### src/rtl/pc_pkg.sv
`timescale 1ns/1ps
// Package: shared defaults and types for the issue controller.
// Assumes eight 32-bit slots per block and a 16-bit flag register.
package pc_pkg;
    localparam int PC_NSLOT      = 8;   // slots per block
    localparam int PC_NSET       = 3;   // conditions in the long shape
    localparam int PC_FLAGW      = 16;  // flag register width
    localparam int PC_NARROW_W   = 3;   // selector bits used in the short shape
    localparam int PC_HDR_SHORT  = 1;   // slots taken by the short header
    localparam int PC_HDR_LONG   = 2;   // slots taken by the long header

    typedef enum logic {
        FORM_SHORT = 1'b0,
        FORM_LONG  = 1'b1
    } hdr_form_e;
endpackage

### src/rtl/pc_cond_set.sv
`timescale 1ns/1ps
// Module: one predicate condition evaluated against every slot.
// pass_o[i] is low only when the condition is active, marks slot i,
// and the selected flag does not meet the sense. In narrow mode only
// the low NARROW_W selector bits are used.
module pc_cond_set #(
    parameter int NSLOT    = 8,
    parameter int FLAGW    = 16,
    parameter int NARROW_W = 3,
    localparam int SELW    = $clog2(FLAGW)
) (
    input  logic [FLAGW-1:0] flags_i,
    input  logic [SELW-1:0]  sel_i,
    input  logic             inv_i,
    input  logic [NSLOT-1:0] mask_i,
    input  logic             active_i,
    input  logic             narrow_i,
    output logic [NSLOT-1:0] pass_o
);
    logic [SELW-1:0] eff_sel;
    logic            cond_ok;

    // Pick the flag index, truncated in narrow mode.
    assign eff_sel = narrow_i ? SELW'(sel_i[NARROW_W-1:0]) : sel_i;
    // The condition holds when the flag differs from the sense bit.
    assign cond_ok = flags_i[eff_sel] ^ inv_i;

    // A slot passes unless this active condition marks it and fails.
    always_comb begin
        for (int i = 0; i < NSLOT; i++) begin
            pass_o[i] = !active_i || !mask_i[i] || cond_ok;
        end
    end
endmodule

### src/rtl/pc_grp_scan.sv
`timescale 1ns/1ps
// Module: issue-group numbering over the included slots.
// Assumes the included slots are contiguous. The first included slot
// opens group 0, and every later included slot with a break bit opens
// the next group. Excluded slots report 0.
module pc_grp_scan #(
    parameter int NSLOT = 8,
    localparam int GRPW = $clog2(NSLOT)
) (
    input  logic [NSLOT-1:0]      live_i,
    input  logic [NSLOT-1:0]      brk_i,
    output logic [NSLOT*GRPW-1:0] grp_o
);
    logic [GRPW-1:0] cnt;
    logic            seen;

    // Walk the slots in order, counting breaks after the first live slot.
    always_comb begin
        cnt  = '0;
        seen = 1'b0;
        grp_o = '0;
        for (int i = 0; i < NSLOT; i++) begin
            if (live_i[i]) begin
                if (seen && brk_i[i]) cnt = cnt + 1'b1;
                grp_o[i*GRPW +: GRPW] = cnt;
                seen = 1'b1;
            end
        end
    end
endmodule

### src/rtl/pc_issue_ctrl.sv
`timescale 1ns/1ps
// Module: predication and issue-group controller (top).
// Combines the slot bounds, up to NSET predicate conditions and the
// break mask into a registered execute mask and per-slot group numbers.
// Assumes the decoded header fields are stable for one cycle per block.
module pc_issue_ctrl
    import pc_pkg::*;
#(
    parameter int NSLOT    = PC_NSLOT,
    parameter int NSET     = PC_NSET,
    parameter int FLAGW    = PC_FLAGW,
    parameter int NARROW_W = PC_NARROW_W,
    parameter int HDR_SHORT = PC_HDR_SHORT,
    parameter int HDR_LONG  = PC_HDR_LONG,
    localparam int IDXW    = $clog2(NSLOT),
    localparam int SELW    = $clog2(FLAGW),
    localparam int GRPW    = $clog2(NSLOT)
) (
    input  logic                  clk,
    input  logic                  rst_n,
    input  logic                  long_hdr_i,
    input  logic [IDXW-1:0]       last_slot_i,
    input  logic [FLAGW-1:0]      flags_i,
    input  logic [NSET*SELW-1:0]  cond_sel_i,
    input  logic [NSET-1:0]       cond_inv_i,
    input  logic [NSET*NSLOT-1:0] cond_mask_i,
    input  logic [NSLOT-1:0]      brk_i,
    output logic [NSLOT-1:0]      run_o,
    output logic [NSLOT*GRPW-1:0] grp_o
);
    hdr_form_e               form;
    logic [IDXW-1:0]         first_slot;
    logic [NSLOT-1:0]        live_d;
    logic [NSLOT-1:0]        pass_all;
    logic [NSLOT-1:0]        pass_set [NSET];
    logic [NSLOT-1:0]        run_d;
    logic [NSLOT*GRPW-1:0]   grp_d;

    assign form = hdr_form_e'(long_hdr_i);
    // First instruction slot follows the header.
    assign first_slot = (form == FORM_LONG) ? IDXW'(HDR_LONG) : IDXW'(HDR_SHORT);

    // Mark slots between the header and the last decoded slot.
    genvar s;
    generate
        for (s = 0; s < NSLOT; s++) begin : g_live
            assign live_d[s] = (IDXW'(s) >= first_slot) && (IDXW'(s) <= last_slot_i);
        end
    endgenerate

    // One evaluator per condition. Only condition 0 is active in the short shape.
    genvar k;
    generate
        for (k = 0; k < NSET; k++) begin : g_set
            pc_cond_set #(
                .NSLOT   (NSLOT),
                .FLAGW   (FLAGW),
                .NARROW_W(NARROW_W)
            ) u_set (
                .flags_i (flags_i),
                .sel_i   (cond_sel_i[k*SELW +: SELW]),
                .inv_i   (cond_inv_i[k]),
                .mask_i  (cond_mask_i[k*NSLOT +: NSLOT]),
                .active_i((k == 0) || (form == FORM_LONG)),
                .narrow_i(form == FORM_SHORT),
                .pass_o  (pass_set[k])
            );
        end
    endgenerate

    // A slot passes only when every condition lets it through.
    always_comb begin
        pass_all = '1;
        for (int j = 0; j < NSET; j++) pass_all = pass_all & pass_set[j];
    end

    assign run_d = live_d & pass_all;

    pc_grp_scan #(.NSLOT(NSLOT)) u_grp (
        .live_i(live_d),
        .brk_i (brk_i),
        .grp_o (grp_d)
    );

    // Output register with synchronous active-low reset.
    always_ff @(posedge clk) begin
        if (!rst_n) begin
            run_o <= '0;
            grp_o <= '0;
        end else begin
            run_o <= run_d;
            grp_o <= grp_d;
        end
    end

    // Assertions.
    generate
        for (s = 0; s < NSLOT; s++) begin : g_chk
            if (s < HDR_LONG) begin : g_hdr
                p_hdr_off_r2: assert property (@(posedge clk) disable iff (!rst_n)
                    long_hdr_i |=> !run_o[s]);
            end
            if (s < HDR_SHORT) begin : g_hdr_s
                p_hdr_short_off_r2: assert property (@(posedge clk) disable iff (!rst_n)
                    !long_hdr_i |=> !run_o[s]);
            end
            p_excluded_r3: assert property (@(posedge clk) disable iff (!rst_n)
                (IDXW'(s) > last_slot_i) |=> (!run_o[s] && grp_o[s*GRPW +: GRPW] == '0));
            p_plain_runs_r4: assert property (@(posedge clk) disable iff (!rst_n)
                (live_d[s] && !cond_mask_i[s] &&
                 (!long_hdr_i || (!cond_mask_i[NSLOT+s] && !cond_mask_i[2*NSLOT+s])))
                |=> run_o[s]);
            p_sense_r5: assert property (@(posedge clk) disable iff (!rst_n)
                (live_d[s] && !long_hdr_i && cond_mask_i[s])
                |=> run_o[s] == ($past(flags_i[cond_sel_i[NARROW_W-1:0]]) ^ $past(cond_inv_i[0])));
            if (s > 0) begin : g_step
                p_grp_step_r8: assert property (@(posedge clk) disable iff (!rst_n)
                    (live_d[s] && live_d[s-1])
                    |=> (grp_o[s*GRPW +: GRPW] - grp_o[(s-1)*GRPW +: GRPW]) ==
                        GRPW'($past(brk_i[s])));
            end
        end
    endgenerate
endmodule

### config.mk
export PLATFORM = sky130hd
export DESIGN_NAME = pc_issue_ctrl
export DESIGN_NICKNAME = d
export VERILOG_FILES = /design/src/rtl/pc_pkg.sv /design/src/rtl/pc_cond_set.sv /design/src/rtl/pc_grp_scan.sv /design/src/rtl/pc_issue_ctrl.sv
export SDC_FILE = /design/constraint.sdc
export NUM_CORES = 1
export LEC_CHECK = 0
export BUFFER_PORTS_ARGS = -buffer_cell sky130_fd_sc_hd__buf_2
export CAP_MARGIN = 0
export CORE_MARGIN = 2
export CORE_UTILIZATION = 40
export CTS_BUF_LIST = sky130_fd_sc_hd__clkbuf_16
export CTS_CLUSTER_DIAMETER = 60
export DETAILED_ROUTE_END_ITERATION = 8
export GPL_ROUTABILITY_DRIVEN = 0
export GPL_TIMING_DRIVEN = 1
export PLACE_DENSITY_LB_ADDON = 0.05
export SYNTH_ARGS = -nofsm -noshare
export SYNTH_HDL_FRONTEND = slang
export SYNTH_SLANG_ARGS = --single-unit
### constraint.sdc
create_clock -name clk -period 4.9 [get_ports clk]
set_clock_uncertainty 0.05 [all_clocks]
set_input_delay 0.49 -clock clk [delete_from_list [all_inputs] [get_ports clk]]
set_output_delay 0.49 -clock clk [all_outputs]
set_load 0.02 [all_outputs]
## Yosys cells after proc, flatten, opt, wreduce, memory -nomap -nowiden

Index checks and enable logic that the tools add are counted.

| storage, ports and cells | value |
|---|---|
| register bits | 32 |
| input port bits | 69 |
| output and inout bits | 32 |
| word-level logic and storage cells | 156 |

| operators by class | value |
|---|---|
| add/sub/neg operators | 6 |
| magnitude comparators | 19 |
| muxes and demuxes | 30 |
| bitwise gates (word level) | 6 |
| reduce and logical (&&, ||, !) cells | 86 |

Operators with widths:

| cell | number |
|---|---|
| logical OR 1 bit | 40 |
| two-way mux 3 bit | 12 |
| logical NOT 1 bit | 25 |
| AND 8 bit | 3 |
| adder 3 x 1 -> 3 bit, second input constant | 6 |
| logical AND 1 bit | 15 |
| < comparator 4 x 5 -> 1 bit, second input constant | 3 |
| binary-select mux 1 bit (select 4 bit) | 3 |
| >= comparator 3 x 2 -> 1 bit, first input constant | 4 |
| less-or-equal comparator 3 bit, first input constant | 4 |
| two-way mux 4 bit | 3 |
| AND reduction 2 bit | 6 |
| two-way mux 1 bit | 11 |
| less-or-equal comparator 1 x 3 -> 1 bit, first input constant | 2 |
| less-or-equal comparator 2 x 3 -> 1 bit, first input constant | 2 |
| >= comparator 1 x 2 -> 1 bit, first input constant | 2 |
| >= comparator 2 bit, first input constant | 2 |
| bitwise XOR 1 bit | 3 |
| two-way mux 2 bit | 1 |

## Depth between registers and ports, before layout

Gate-level depths: netlist (run 1).

| depth | value |
|---|---|
| depth after elaboration | 24 |
| gate-level depth with buffers | 23 |
| depth with buffers taken out | 22 |

## By module

Synthesis (run 1) repeated with hierarchy kept, for this count alone.

| second synthesis, totals | value |
|---|---|
| cell total of the unflattened synthesis | 313 |
| area, all modules | 2813.9 um2 |

Modules (own cells, without submodules):

| module | times used | cells an instance | area each (um2) | seq. area each (um2) |
|---|---|---|---|---|
| pc_cond_set | 3 | 40 | 362.8 | 0.0 |
| pc_issue_ctrl | 1 | 87 | 972.2 | 620.6 |
| pc_grp_scan | 1 | 106 | 753.2 | 0.0 |

## Worst setup path after synthesis (run 1)

OpenSTA, ideal clock, no wires.

| timing path | value |
|---|---|
| kind | in2reg |
| start | input port last_slot_i[1] |
| end | register grp_o[23] |
| library setup time | 0.072 ns |
| arrival time | 4.260 ns |
| required time | 4.778 ns |
| path slack | 0.519 ns |
| cell stages on the path | 23 |
| path buffers | 1 |
| cells stage by stage | clkbuf_1 > nor2_1 > nand2b_1 > and2_1 > ha_1 > nand2_1 > o31ai_1 > a22o_1 > ha_1 > mux2_2 > nand2_1 > o21ai_0 > ha_1 > nor2_1 > a21oi_1 > ha_1 > mux2i_1 > inv_1 > ha_1 > o311ai_0 > xor2_1 > or3_1 > mux2i_1 |

| between the ends | value |
|---|---|
| cells in the longest elaborated chain, start to end | 23 |
| elaborated cells on any way between the ends | 50 |
| classes of those cells | 6 x add/sub; 8 x order compare; 20 x mux; 16 x reduce/logical |

RTL lines:

| item | RTL line | text |
|---|---|---|
| from (decl) | pc_issue_ctrl.sv:22 | `input logic [IDXW-1:0] last_slot_i,` |
| less-or-equal comparator 1 x 3 -> 1 bit | pc_issue_ctrl.sv:47 | `assign live_d[s] = (IDXW'(s) >= first_slot) && (IDXW'(s) <= last_slot_i);` |
| logical AND 1 bit | pc_issue_ctrl.sv:47 |  |
| two-way mux 1 bit | pc_grp_scan.sv:23 | `if (live_i[i]) begin` |
| logical AND 1 bit | pc_grp_scan.sv:24 | `if (seen && brk_i[i]) cnt = cnt + 1'b1;` |
| two-way mux 1 bit | pc_grp_scan.sv:24 |  |
| two-way mux 3 bit | pc_grp_scan.sv:23 |  |
| adder 3 x 1 -> 3 bit | pc_grp_scan.sv:24 |  |
| two-way mux 3 bit | pc_grp_scan.sv:24 |  |
| (+7 left out) | - |  |
| adder 3 x 1 -> 3 bit | pc_grp_scan.sv:24 |  |
| two-way mux 3 bit | pc_grp_scan.sv:24 |  |
| two-way mux 3 bit | pc_grp_scan.sv:23 |  |
| adder 3 x 1 -> 3 bit | pc_grp_scan.sv:24 |  |
| two-way mux 3 bit | pc_grp_scan.sv:24 |  |
| two-way mux 3 bit | pc_grp_scan.sv:23 |  |
| adder 3 x 1 -> 3 bit | pc_grp_scan.sv:24 |  |
| two-way mux 3 bit | pc_grp_scan.sv:24 |  |
| to (signal assigned) | pc_issue_ctrl.sv:92 | `grp_o <= grp_d;` |
| to (decl) | pc_issue_ctrl.sv:29 | `output logic [NSLOT*GRPW-1:0] grp_o` |

Several ways; a longest one is shown, not always the timed one.
A chain may end at the register's enable or synchronous reset.

## Worst setup path in the final report (run 1)

| timing path | value |
|---|---|
| start | input port last_slot_i[0] |
| end | register grp_o[23] |

The elaborated chain is that of the path after synthesis.

==> results of run 1 <==
## cell families (layout without fill, tap and decap cells)
| family | count (synthesis) | after routing | synth area share |
|---|---|---|---|
| other cells | 1 | 10 | 0.00158 |
| mux | 49 | 49 | 0.256 |
| compound gates | 45 | 45 | 0.132 |
| fa+ha+maj | 5 | 5 | 0.0263 |
| buf+inv | 35 | 102 | 0.0911 |
| xor+xnor | 11 | 11 | 0.0521 |
| simple gates | 124 | 124 | 0.256 |
| flops | 22 | 22 | 0.185 |
## how the worst max path moves through the flow
stage                              start  slack (ns)                   end
after floorplan           last_slot_i[1]        0.52  grp_o[23]$_SDFF_PN0_
after global placement    last_slot_i[0]        0.30  grp_o[23]$_SDFF_PN0_
after CTS                 last_slot_i[0]        0.44  grp_o[23]$_SDFF_PN0_
after detailed placement  last_slot_i[0]        0.22  grp_o[23]$_SDFF_PN0_
final                     last_slot_i[0]        0.45  grp_o[23]$_SDFF_PN0_
after global routing          long_hdr_i        0.04  grp_o[23]$_SDFF_PN0_
## routing by layer
metal / GRT usage / part of all wire
met1: 0.240 / 0.45
met2: 0.340 / 0.49
met3: 0.0200 / 0.035
met4: 0.0780 / 0.023
met5: 0 / 0
## synth_stat cells, types with 4 or more instances
cell type / n / area, um2
nand2b_1: 8 / 50.1
a311oi_1: 4 / 35.0
nor2_1: 40 / 150
o311ai_0: 4 / 35.0
mux2_2: 14 / 158
nor3_1: 9 / 45.0
ha_1: 5 / 62.6
and2_1: 9 / 56.3
mux4_2: 7 / 158
nand3_1: 6 / 30.0
a21oi_1: 6 / 30.0
inv_1: 10 / 37.5
nand2_1: 25 / 93.8
xor2_1: 6 / 52.6
dfxtp_1: 22 / 440
and3_1: 10 / 62.6
clkbuf_1: 7 / 26.3
o21ai_0: 12 / 60.1
mux2i_1: 23 / 230
buf_4: 10 / 75.1
o211ai_1: 6 / 45.0
buf_6: 6 / 67.6
## per-stage QoR
stage          instances  power (uW)  setup WS [ns]  cell area (um2)
6_report             443         590          0.447             2860
5_1_grt              443         631         0.0416             2860
4_1_cts              443         599          0.438             2860
3_5_place_dp         439         418          0.218             2780
3_3_place_gp         439         417          0.301             2780
2_1_floorplan        301         359          0.519             2410
## power by group
part	total, uW	internal (uW)	switching (uW)
registers	189	187	1.99
clock network	175	109	66.5
logic	226	102	124
## registers in the layout, indices dropped and copies added (netlist names)
signal and flops:
run_o 7, grp_o 15
## area by class of cell
class | instances | area [um2] | area share
clock buffers | 3 | 75.1 | 0.0263
clock inverters | 1 | 3.75 | 0.00131
inverters | 10 | 37.5 | 0.0131
multi-input cells | 244 | 1750 | 0.614
flip-flops and latches | 22 | 440 | 0.154
well taps | 75 | 93.8 | 0.0329
repair buffers | 88 | 453 | 0.159
==> results.md, run 1 <==
* CTS Hold Bufs at 0
* PwrDens at 207 mW/mm2
* Global-route usage over all layers at 0.193
* Slew margin rel. at 0.514
* Max Clock Freq at 225 MHz
* Antenna violations before repair at 0
* Synthesized instance count at 292
* Hold WS at 0.357 ns
* Most frequent cells in the layout: buf_2, nor2_1, nand2_1
* Worst Tran Pin Value at 0.720 ns
* Static Leak at 0.00139 uW
* RSZ-0062 raised after global routing: false
* Die Width at 81.1 um
* Most common cell on crit path: ha_1
* Area Growth Syn to Fin at 20.2%
* Final min period at 4.45 ns
* WHS Path Cells at 2
* Setup bufs post-CTS at 0
* Largest net degree at the start of global routing at 23
* Num ports at 101
* Async SR Flop Fraction at 0
* Synth warn at 0
* CP max stage delay at 0.32 ns
* Worst path top cell family by delay: adder cells
* Critical path type: in -> reg
* DRC Markers at 0
* Max-cap violations at 0
* Die height at 81.1 um
* Core area at 0.00582 mm2
* Worst setup EP type: flip-flop
* Buf+Inv Stages, Crit Path at 2
* Post-DRT Antenna Nets at 0
* Number of DRC markers in iteration 0 at 82
* Worst Setup Start Kind: primary input
* Hold Path Origin: cond_mask_i[1]
* Die Area at 0.00657 mm2
* Crit path depth at 23
* Post-cts gate resize count at 0
* Worst min path class: in -> reg
* Netlist Area Pre-Place at 0.00238 mm2
* Number of synthesized flops with an enable pin at 0
* Sequential fraction of the synthesis area at 0.185
* Max H-tree Level at 1
* Fin nets at 443
* Largest fanout on the critical path at 4
* Layout cells sized above 1 at 0.329
* Starting Density at 0.409
* Port buffer count at 83
* Via count at 2307
* Setup tns final at 0 ns
* Post-Syn Area per Cell at 8.14 um2
* Critical Path AT at 4.59 ns
* Slowest cell on the critical path: ha_1
* Status: complete, no violations
* Critical-path cell list: buf_2 > nor2b_1 > nand2b_1 > and2_1 > ha_1 > nand2_1 > o31ai_1 > a22o_1 > ha_1 > mux2_2 > nand2_1 > o21ai_0 > ha_1 > nor2_1 > a21oi_1 > ha_1 > mux2i_1 > inv_1 > ha_1 > o311ai_0 > xor2_1 > or3_1 > mux2i_1
* Filler cells at 627
* Setup violators final at 0
* FF+latch count, synth at 22
* Max Root-Sink Buffers at 2
* First-pass GRT wire length at 9.89 mm
* Period utilisation layout at 0.909
* Clock root cell: clkbuf_16
* Hold Vio Cnt, Final at 0
* Worst IR Drop VDD at 0.000124 V
* Synth Flop Type: dfxtp_1
* Max-slew violations at 0
* Post-Route WL at 6.06 mm
* Commonest non-fill, non-tap cell in the layout: buf_2
* # diodes at 0
* Hold path endpoint: run_o[1]$_SDFF_PN0_
* Post-synth cell types at 48
* Vias in the first global route at 2147
* Final core occ at 0.491
* CTS Sinks at 22
* Crit path required time at 5.04 ns
* Cts bufs inserted at 3
* CTS tree: built
* Hpwl dp at 4.90 mm
* Vias/cell at 5.21
* Routed wire length per instance at 13.7 um
* Row cnt at 28
* Clk pin slew, worst setup/hold paths at 0.06 ns
* Drt pass-1 iters at 4
* GRT overflow at 0
(Power assumes the default switching activity.)
==> run 2: changes to the inputs <==
- CELL_PAD_IN_SITES_DETAIL_PLACEMENT: unset -> 1
- CELL_PAD_IN_SITES_GLOBAL_PLACEMENT: unset -> 2
- CORE_UTILIZATION: 40 -> 27
==> results.md, run 2 (synthesis results as in run 1) <==
* Status: complete, no violations
* Crit path from: long_hdr_i
* Final core occ at 0.336
* Worst setup EP type: flip-flop
* Worst Setup Start Kind: primary input
* Max-cap violations at 0
* Max Clock Freq at 229 MHz
* Post-cts gate resize count at 0
* Hold Path Origin: cond_mask_i[1]
* Max H-tree Level at 1
* Fin nets at 444
* Drt pass-1 iters at 4
* Clock root cell: clkbuf_16
* Setup violators final at 0
* Number of DRC markers in iteration 0 at 23
* Multi-input gate area at 0.00175 mm2
* Worst min path class: in -> reg
* DRC Markers at 0
* Critical-path cell list: buf_2 > nor2b_1 > nand2b_1 > and2_1 > ha_1 > nand2_1 > o31ai_1 > a22o_1 > ha_1 > mux2_2 > nand2_1 > o21ai_0 > ha_1 > nor2_1 > a21oi_1 > ha_1 > mux2i_1 > inv_1 > ha_1 > o311ai_0 > xor2_1 > or3_1 > mux2i_1
* Critical Path Sink: grp_o[23]$_SDFF_PN0_
* Clock power frac at 0.301
* Slowest cell on the critical path: ha_1
* Routed wire length per instance at 15.3 um
* Crit path required time at 5.04 ns
* Largest net degree at the start of global routing at 23
* Slew margin rel. at 0.545
* CTS Hold Bufs at 0
* Critical Path AT at 4.50 ns
* Via count at 2356
* Die Area at 0.00957 mm2
* Port buffer count at 83
* RSZ-0062 raised after global routing: false
* Max Root-Sink Buffers at 2
* Cts bufs inserted at 3
* Setup bufs post-CTS at 0
* Final worst slack at 0.539 ns
* Biggest regs: grp_o (15), run_o (7)
* Hold Vio Cnt, Final at 0
* DP Area at 0.00283 mm2
* Hpwl dp at 6.07 mm
* Crit path depth at 23
* Commonest non-fill, non-tap cell in the layout: buf_2
* Max-slew violations at 0
* Post-Route WL at 7.30 mm
* Antenna violations before repair at 0
* Vias in the first global route at 2425
* Largest fanout on the critical path at 4
* GRT overflow at 0
* Met1 Use GR at 0.198
* First-pass GRT wire length at 12.3 mm
* Row cnt at 34
* Psw at 206 uW
* PwrDens at 208 mW/mm2
* Buf+Inv Stages, Crit Path at 2
* Die Width at 97.8 um
* Clk pin slew, worst setup/hold paths at 0.07 ns
* Die height at 97.8 um
* Period utilisation layout at 0.890
* CP max stage delay at 0.32 ns
* Int Power at 399 uW
* Met2 global-route usage at 0.286
* Global-route usage over all layers at 0.156
* Setup tns final at 0 ns
* Final min period at 4.36 ns
* Met3 Use GR at 0.0165
* Largest register by flop count: grp_o
* Most frequent cells in the layout: buf_2, nor2_1, nand2_1
* GR peak layer: met2
* Num ports at 101
* Post-DRT Antenna Nets at 0
* Critical path type: in -> reg
* Worst IR Drop VDD at 0.000115 V
* FF/Latch Area at 440 um2
* Starting Density at 0.275
* Max reg flops at 15
* Worst path top cell family by delay: adder cells
* Sw frac at 0.340
* Core area at 0.00864 mm2
* Post-Place Worst Slack at 0.222 ns
* # diodes at 0
* Logic gate share of total power at 0.386
* Filler cells at 1075
* Worst Tran Pin Value at 0.674 ns
* Design area at 0.00291 mm2
* Layout cells sized above 1 at 0.331
* CTS Sinks at 22
* CTS tree: built
* Area Growth Syn to Fin at 22.3%
* Flop pwr share at 0.313
* Static Leak at 0.00140 uW
* Most common cell on crit path: ha_1
* Vias/cell at 4.94
==> run 2: metal layers <==
layer	vias to the layer above	share of wire
met5	-	0
met4	0	0.0069
met3	4	0.030
met2	44	0.51
met1	1127	0.46
li1	1181	-
==> run 2: through the flow <==
| step | power (uW) | cells | hold slack (ns) |
|---|---|---|---|
| floorplan | 359 | 301 | 0.531 |
| global placement | 427 | 473 | 0.619 |
| detailed placement | 430 | 473 | 0.635 |
| CTS | 616 | 477 | 0.360 |
| global route | 646 | 477 | 0.367 |
| finish | 605 | 477 | 0.359 |
==> run 2: worst min path at each step <==
stage,to,cells after the start
after floorplan,run_o[1]$_SDFF_PN0_,1
after global placement,run_o[1]$_SDFF_PN0_,2
after detailed placement,run_o[1]$_SDFF_PN0_,2
after CTS,run_o[1]$_SDFF_PN0_,2
after global routing,run_o[1]$_SDFF_PN0_,2
final,run_o[1]$_SDFF_PN0_,2
==> run 2: power by group through the flow <==
stage	Clock, uW	Sequential [uW]	Combinational [uW]
2_1_floorplan	0	204	155
3_3_place_gp	0	193	234
3_5_place_dp	0	194	236
4_1_cts	190	190	237
5_1_grt	196	190	260
6_report	182	190	234
==> run 2: final cells by class <==
cell class	count	share of cell area
Inverter	10	0.0129
Clock inverter	1	0.00129
Sequential cell	22	0.152
Tap cell	108	0.0465
Multi-Input combinational cell	244	0.603
Timing Repair Buffer	89	0.158
Clock buffer	3	0.0258
